## src/rtl/uart_rate_gen.sv

```systemverilog
module uart_rate_gen #(
  parameter int CDIV_W   = 16,
  parameter int BDIV_W   = 8,
  parameter int MODE_W   = 8,
  parameter int PRE_W    = 3,
  parameter int CDIV_RST = 651,
  parameter int BDIV_RST = 15,
  parameter int BDIV_MIN = 4
) (
  input  logic              clk,
  input  logic              rst_n,
  input  logic              wr_mode,
  input  logic              wr_clk_div,
  input  logic              wr_bit_div,
  input  logic [CDIV_W-1:0] wr_data,
  output logic              sample_tick,
  output logic              bit_tick,
  output logic [MODE_W-1:0] mode_reg,
  output logic [CDIV_W-1:0] clk_div,
  output logic [BDIV_W-1:0] bit_div,
  output logic [3:0]        data_bits,
  output logic              parity_en,
  output logic              parity_odd,
  output logic              two_stop,
  output logic [3:0]        char_bits
);

  logic [PRE_W-1:0]  pre_cnt;
  logic [CDIV_W-1:0] smp_cnt;
  logic [BDIV_W-1:0] bit_cnt;

  logic cdiv_ok, bdiv_ok, reload, pre_en, smp_wrap;

  assign cdiv_ok  = wr_clk_div && (wr_data != '0);
  assign bdiv_ok  = wr_bit_div && (wr_data[BDIV_W-1:0] >= BDIV_W'(BDIV_MIN));
  assign reload   = wr_mode || cdiv_ok || bdiv_ok;
  assign pre_en   = mode_reg[0] ? (&pre_cnt) : 1'b1;
  assign smp_wrap = (smp_cnt == clk_div - CDIV_W'(1));

  assign sample_tick = pre_en && smp_wrap;
  assign bit_tick    = sample_tick && (bit_cnt == bit_div);

  always_ff @(posedge clk or negedge rst_n) begin
    if (!rst_n) begin
      mode_reg <= '0;
      clk_div  <= CDIV_W'(CDIV_RST);
      bit_div  <= BDIV_W'(BDIV_RST);
    end else begin
      if (wr_mode) mode_reg <= wr_data[MODE_W-1:0];
      if (cdiv_ok) clk_div  <= wr_data;
      if (bdiv_ok) bit_div  <= wr_data[BDIV_W-1:0];
    end
  end

  always_ff @(posedge clk or negedge rst_n) begin
    if (!rst_n) begin
      pre_cnt <= '0;
      smp_cnt <= '0;
      bit_cnt <= '0;
    end else if (reload) begin
      pre_cnt <= '0;
      smp_cnt <= '0;
      bit_cnt <= '0;
    end else begin
      pre_cnt <= pre_cnt + PRE_W'(1);
      if (pre_en) smp_cnt <= smp_wrap ? '0 : smp_cnt + CDIV_W'(1);
      if (sample_tick) bit_cnt <= bit_tick ? '0 : bit_cnt + BDIV_W'(1);
    end
  end

  always_comb begin
    unique case (mode_reg[2:1])
      2'd3:    data_bits = 4'd6;
      2'd2:    data_bits = 4'd7;
      default: data_bits = 4'd8;
    endcase
  end

  assign parity_en  = (mode_reg[5:3] == 3'd0) || (mode_reg[5:3] == 3'd1);
  assign parity_odd = (mode_reg[5:3] == 3'd1);
  assign two_stop   = (mode_reg[7:6] != 2'd3);
  assign char_bits  = 4'd1 + data_bits + {3'd0, parity_en} + (two_stop ? 4'd2 : 4'd1);

endmodule


```

## config.mk

```make
export PLATFORM = sky130hd
export DESIGN_NAME = uart_rate_gen
export DESIGN_NICKNAME = d
export VERILOG_FILES = /design/src/rtl/uart_rate_gen.sv
export SDC_FILE = /design/constraint.sdc
export NUM_CORES = 1
export LEC_CHECK = 0
export BUFFER_PORTS_ARGS = -buffer_cell sky130_fd_sc_hd__buf_2
export CAP_MARGIN = 10
export CORE_AREA = 2 2 92 94
export CTS_CLUSTER_DIAMETER = 50
export DETAILED_ROUTE_END_ITERATION = 6
export DIE_AREA = 0 0 94 96
export PLACE_DENSITY = 0.66
export SYNTH_ARGS = -nofsm -noshare
export SYNTH_HDL_FRONTEND = slang
export SYNTH_SLANG_ARGS = --single-unit
export TNS_END_PERCENT = 1
```

## constraint.sdc

```tcl
create_clock -name clk -period 5.3 [get_ports clk]
set_input_delay 0.265 -clock clk [delete_from_list [all_inputs] [get_ports clk]]
set_output_delay 0.265 -clock clk [all_outputs]
set_load 0.02 [all_outputs]
```

---- Yosys cells after proc, flatten, opt, wreduce, memory -nomap -nowiden ----
Cells that the tools add are included.
word-level totals
  bits of input ports ..................... 21
  word-level logic and storage cells ...... 42
  bits in registers ....................... 59
cells by class
  $add $sub $neg .......................... 7
  equal/unequal tests ..................... 6
  muxes and demuxes ....................... 10
  reduce and logical (&&, ||, !) cells .... 12
  magnitude comparators ................... 1
operators with widths
  operator                                                                count
  16-bit two-way mux                                                      3
  8-bit two-way mux                                                       3
  16-bit by 1-bit adder with 16-bit output (second input constant)        1
  16-bit == test                                                          1
  16-bit nonzero test                                                     1
  16-bit by 1-bit subtractor with 16-bit output (second input constant)   1
  8-bit by 1-bit adder with 8-bit output (second input constant)          1
  8-bit == test                                                           1
  8-bit by 3-bit >= comparator with 1-bit output (second input constant)  1
  4-bit one-hot mux with 2 select lines                                   1
  1-bit by 4-bit adder with 4-bit output (first input constant)           1
  4-bit by 1-bit adder with 4-bit output                                  1
  4-bit by 2-bit adder with 4-bit output                                  1
  2-bit == test (second input constant)                                   2
  1-bit logical AND                                                       4
  2-bit nonzero test                                                      2
  3-bit by 1-bit adder with 3-bit output (second input constant)          1
  3-bit by 1-bit == test with 1-bit output (second input constant)        1
  3-bit logical NOT                                                       1
  1-bit logical OR                                                        3
  3-bit two-way mux                                                       1
  3-bit AND reduction                                                     1
  2-bit two-way mux                                                       1
  2-bit inequality test (second input constant)                           1
  1-bit two-way mux                                                       1

---- Depth between registers and ports, before layout ----
  word-level depth ........................ 7
  gate-level depth with buffers ........... 12

---- Worst setup path after synthesis ----
No wires, ideal clock.
  path kind ............................... flip-flop to output port
  start ................................... register clk_div[2]
  end ..................................... output port bit_tick
  cell stages (with the launch flop) ...... 9
  arrival ................................. 3.257 ns
  data required time ...................... 5.035 ns
  setup slack ............................. 1.778 ns
  path through ............................ dfrtp_1 > buf_6 > or4b_1 > clkbuf_1 > o31a_1 > or4_1 > a311oi_1 > nand4_1 > nor4_1
on the way
  longest elaborated chain between the ends .. 4
ends and longest elaborated chain
  what                                           RTL line  text
  from (decl)                                    19        output logic [CDIV_W-1:0] clk_div,
  from (signal assigned)                         46        clk_div <= CDIV_W'(CDIV_RST);
  from (signal assigned)                         50        if (cdiv_ok) clk_div <= wr_data;
  16-bit by 1-bit subtractor with 16-bit output  38        assign smp_wrap = (smp_cnt == clk_div - CDIV_W'(1));
  16-bit == test                                 38
  1-bit logical AND                              40        assign sample_tick = pre_en && smp_wrap;
  1-bit logical AND                              41        assign bit_tick = sample_tick && (bit_cnt == bit_div);
  to (decl)                                      17        output logic bit_tick,
Every way passes these cells.

---- Final worst setup path ----
  start ................................... register clk_div[0]
  end ..................................... output port bit_tick
Same word-level chain as after synthesis.

==> summary.txt <==
Setup path
  • CP cell instances: inv_1 -> ha_1 -> or4b_1 -> o31a_1 -> or4_1 -> a311oi_1 -> nand4_1 -> nor4_1 -> buf_2
  • CP required: 5.04 ns
  • Kind of start point of the critical path: flip-flop
  • Critical path arrival: around 3.6 ns
  • Critical path's largest stage delay: around 0.6 ns
  • CP Class: reg -> out
  • Crit-path max FO: 9
  • Reg2Reg Depth: 9
  • Slowest cell on crit path: or4b_1
  • CP Capture Type: primary output

Floorplan
  • Ports: between 60 and 70
  • Die Area: 9020 µm²
  • Die X: 94 µm
  • Core Rows: 33
  • Die height: approximately 96 µm
  • Core ar.: 8050 µm²
  • Initial Utilization: a little over two fifths

Global route
  • Gr ovfl total: 0
  • First-pass GRT wire length: around 14 mm
  • Vias in the first global route: between 2000 and 3000
  • GRT Total Usage: 19.9%
  • Largest net degree at the start of global routing: 60
  • Initial antenna violation count: 0

Timing
  • F_max: ~260 MHz
  • Pins over their slew limit: 0
  • Tmin final: around 3.8 ns
  • Setup TNS: 0 ns
  • Slew Limit Headroom: 50.9%
  • RSZ-0062 raised after global routing: no
  • Tcrit/Tclk final: 72.5%
  • Worst Skew: 0.00896 ns
  • Worst slew pin tran: between 0.7 and 0.8 ns
  • Final hold slack: 0.0665 ns
  • Setup violators final: 0
  • Endpoints failing hold: 0

Placed design
  • Post-DP HPWL: 6.40 mm
  • Number of port buffers: 64
  • GPL Wtd Cong: 0.868

Logic synthesis
  • Netlist cell types: 57
  • Cells after Synth: 376
  • Top_reg_cell synth: dfrtp_1
  • Mapped Nets: 406
  • Post-synthesis register bit count: between 50 and 60
  • Synth warn: 0
  • Mapped cell area: between 3000 and 4000 µm²
  • Seq/Total Area, Yosys: 42.2%
  • Avg Inst Size Synth: 9.38 µm²
  • Post-synth EDFFs: 0
  • Ys async rst share: 100%

Clock tree
  • Post-CTS setup buffer count: 0
  • Count of cells resized by post-cts repair: 0
  • Cts hold-fix bufs: 0
  • Clk root buf: clkbuf_8
  • Clk sink count: around 60
  • Reg clk slew, reported paths: 0.07 ns
  • Clock Latency Late Sink: 0.34 ns
  • # H-tree levels: 3
  • CTS buffer count: 9
  • Maximum clock insertion buffer count: 2
  • CTS tree: built

Job
  • Max_cap viols: 0

Power and ir drop
  • Power density cells: 306 nW/µm²
  • Leak pwr: 0.00188 µW
  • Peak supply drop: 0.000163 V
  • Pwr Total: 1270 µW

Layout
  • Area growth, synth to finish: 17.6%
  • Storage element area: 1490 µm²
  • Nets: ~460
  • # diodes: 0
  • Biggest regs: clk_div: 16 flops, smp_cnt: 16 flops
  • Area of the multi-input gates: 1880 µm²
  • Filler cells: 731
  • Layout cells sized above 1: ~27%

Route
  • Remaining antenna violation count after routing: 0
  • First-pass DRT Iterations: 6
  • Via count: 3008
  • Drt total wl: 8.82 mm
  • Wire per inst: ~16 µm
  • DR vias/cell: 5.53
  • Number of remaining DRC errors: 0
  • Iteration-0 DRC Markers: 155

Outcome
  • Status: completed

Hold path
  • Hold Path Class: in -> async
-- cell families (layout without fill, tap and decap cells) --
group / count (synthesis) / in the layout / synth area share [%]
buffers and inverters: 33 / 96 / 4.51
XOR/XNOR: 37 / 37 / 9.19
other: 1 / 1 / 0.106
AND/OR/NAND/NOR: 173 / 173 / 24.8
multiplexers: 17 / 17 / 5.43
AO/OA/AOI/OAI: 47 / 47 / 10.4
flip-flops: 59 / 59 / 42.2
adder cells (fa/ha/maj): 9 / 9 / 3.41
-- cell usage in the layout, fill, tap and decap left out, types with 3 or more instances in the layout --
master | Yosys | layout
or3_1 | 8 | 8
and3_1 | 11 | 11
mux2_2 | 17 | 17
nand4_1 | 10 | 10
buf_2 | 4 | 64
nand2b_1 | 3 | 3
o21ai_0 | 8 | 8
or4_1 | 3 | 3
dfstp_2 | 9 | 9
nor4_1 | 10 | 10
ha_1 | 8 | 8
a21oi_1 | 6 | 6
clkbuf_8 | 0 | 12
bufinv_16 | 0 | 3
o41ai_2 | 4 | 4
nand2_1 | 58 | 58
nor2b_1 | 4 | 4
a22oi_1 | 3 | 3
nor2_1 | 32 | 32
nand3_1 | 12 | 12
xnor2_1 | 22 | 22
xor2_1 | 15 | 15
dfrtp_1 | 50 | 50
nor3_1 | 5 | 5
o211ai_1 | 9 | 9
inv_1 | 14 | 14
-- metrics by stage --
| stage | util [%] | setup slack [ns] | cell area, µm² | instances |
|---|---|---|---|---|
| floorplan | - | 1.78 | 3530 | 376 |
| global placement | 48.3 | 1.89 | 3890 | 528 |
| detailed placement | 48.3 | 1.81 | 3890 | 528 |
| global route | 51.5 | 1.28 | 4150 | 544 |
| finish | 51.5 | 1.46 | 4150 | 544 |
| CTS | 51.5 | 1.46 | 4150 | 544 |
-- where the power goes --
group	leakage [µW]	total [µW]	internal (µW)	switching [µW]
clock	0.000133	533	350	183
sequential	0.000744	517	480	37.1
combinational	0.00101	218	82.1	136
-- layout make-up --
cell class	count	share of cell area (%)
clock inverter	4	2.29
timing repair buffer	66	8.09
tap	105	3.17
multi-input combinational	284	45.3
sequential	59	35.9
clock buffer	12	3.98
inverter	14	1.27
-- synthesized netlist by cell type, types with 8 or more instances --
master	number	area share (%)
nand2_1	58	6.2
dfrtp_1	50	35
nor2_1	32	3.4
xnor2_1	22	5.5
mux2_2	17	5.4
xor2_1	15	3.7
inv_1	14	1.5
nand3_1	12	1.7
and3_1	11	2.0
nand4_1	10	1.8
nor4_1	10	1.8
clkbuf_1	9	0.96
dfstp_2	9	6.7
o211ai_1	9	1.9
ha_1	8	2.8
o21ai_0	8	1.1
or3_1	8	1.4
-- worst max-delay path: cells and delay by family, from the launching register on --
family                     cells  cell delay (ns)
DFF                            1             0.39
and+or+nand+nor                4             1.77
AOI/OAI and AO/OA              2             0.62
adders and majority gates      1             0.19
buffers and inverters          2             0.27
-- path summary, 6_finish.rpt --
kind / slack [ns] / end / start
max: 1.46 / bit_tick / clk_div[0]
min: 0.07 / smp_cnt[13] / rst_n
max reg2reg: 1.75 / bit_cnt[7] / clk_div[0]
min reg2reg: 0.45 / pre_cnt[0] / pre_cnt[0]
max in group asynchronous: 4.74 / mode_reg[2] / rst_n
min in group clk: 0.13 / clk_div[8] / wr_data[8]
-- metal layers --
layer  vias up  track usage, %  share of wire (%)
li1       1434               -                  -
met1      1468            26.3                 45
met2        90            32.8                 48
met3        16            4.15                4.9
met4         0            6.76                1.8
met5         -               0                  0
Power figures use the tool's default switching activity.
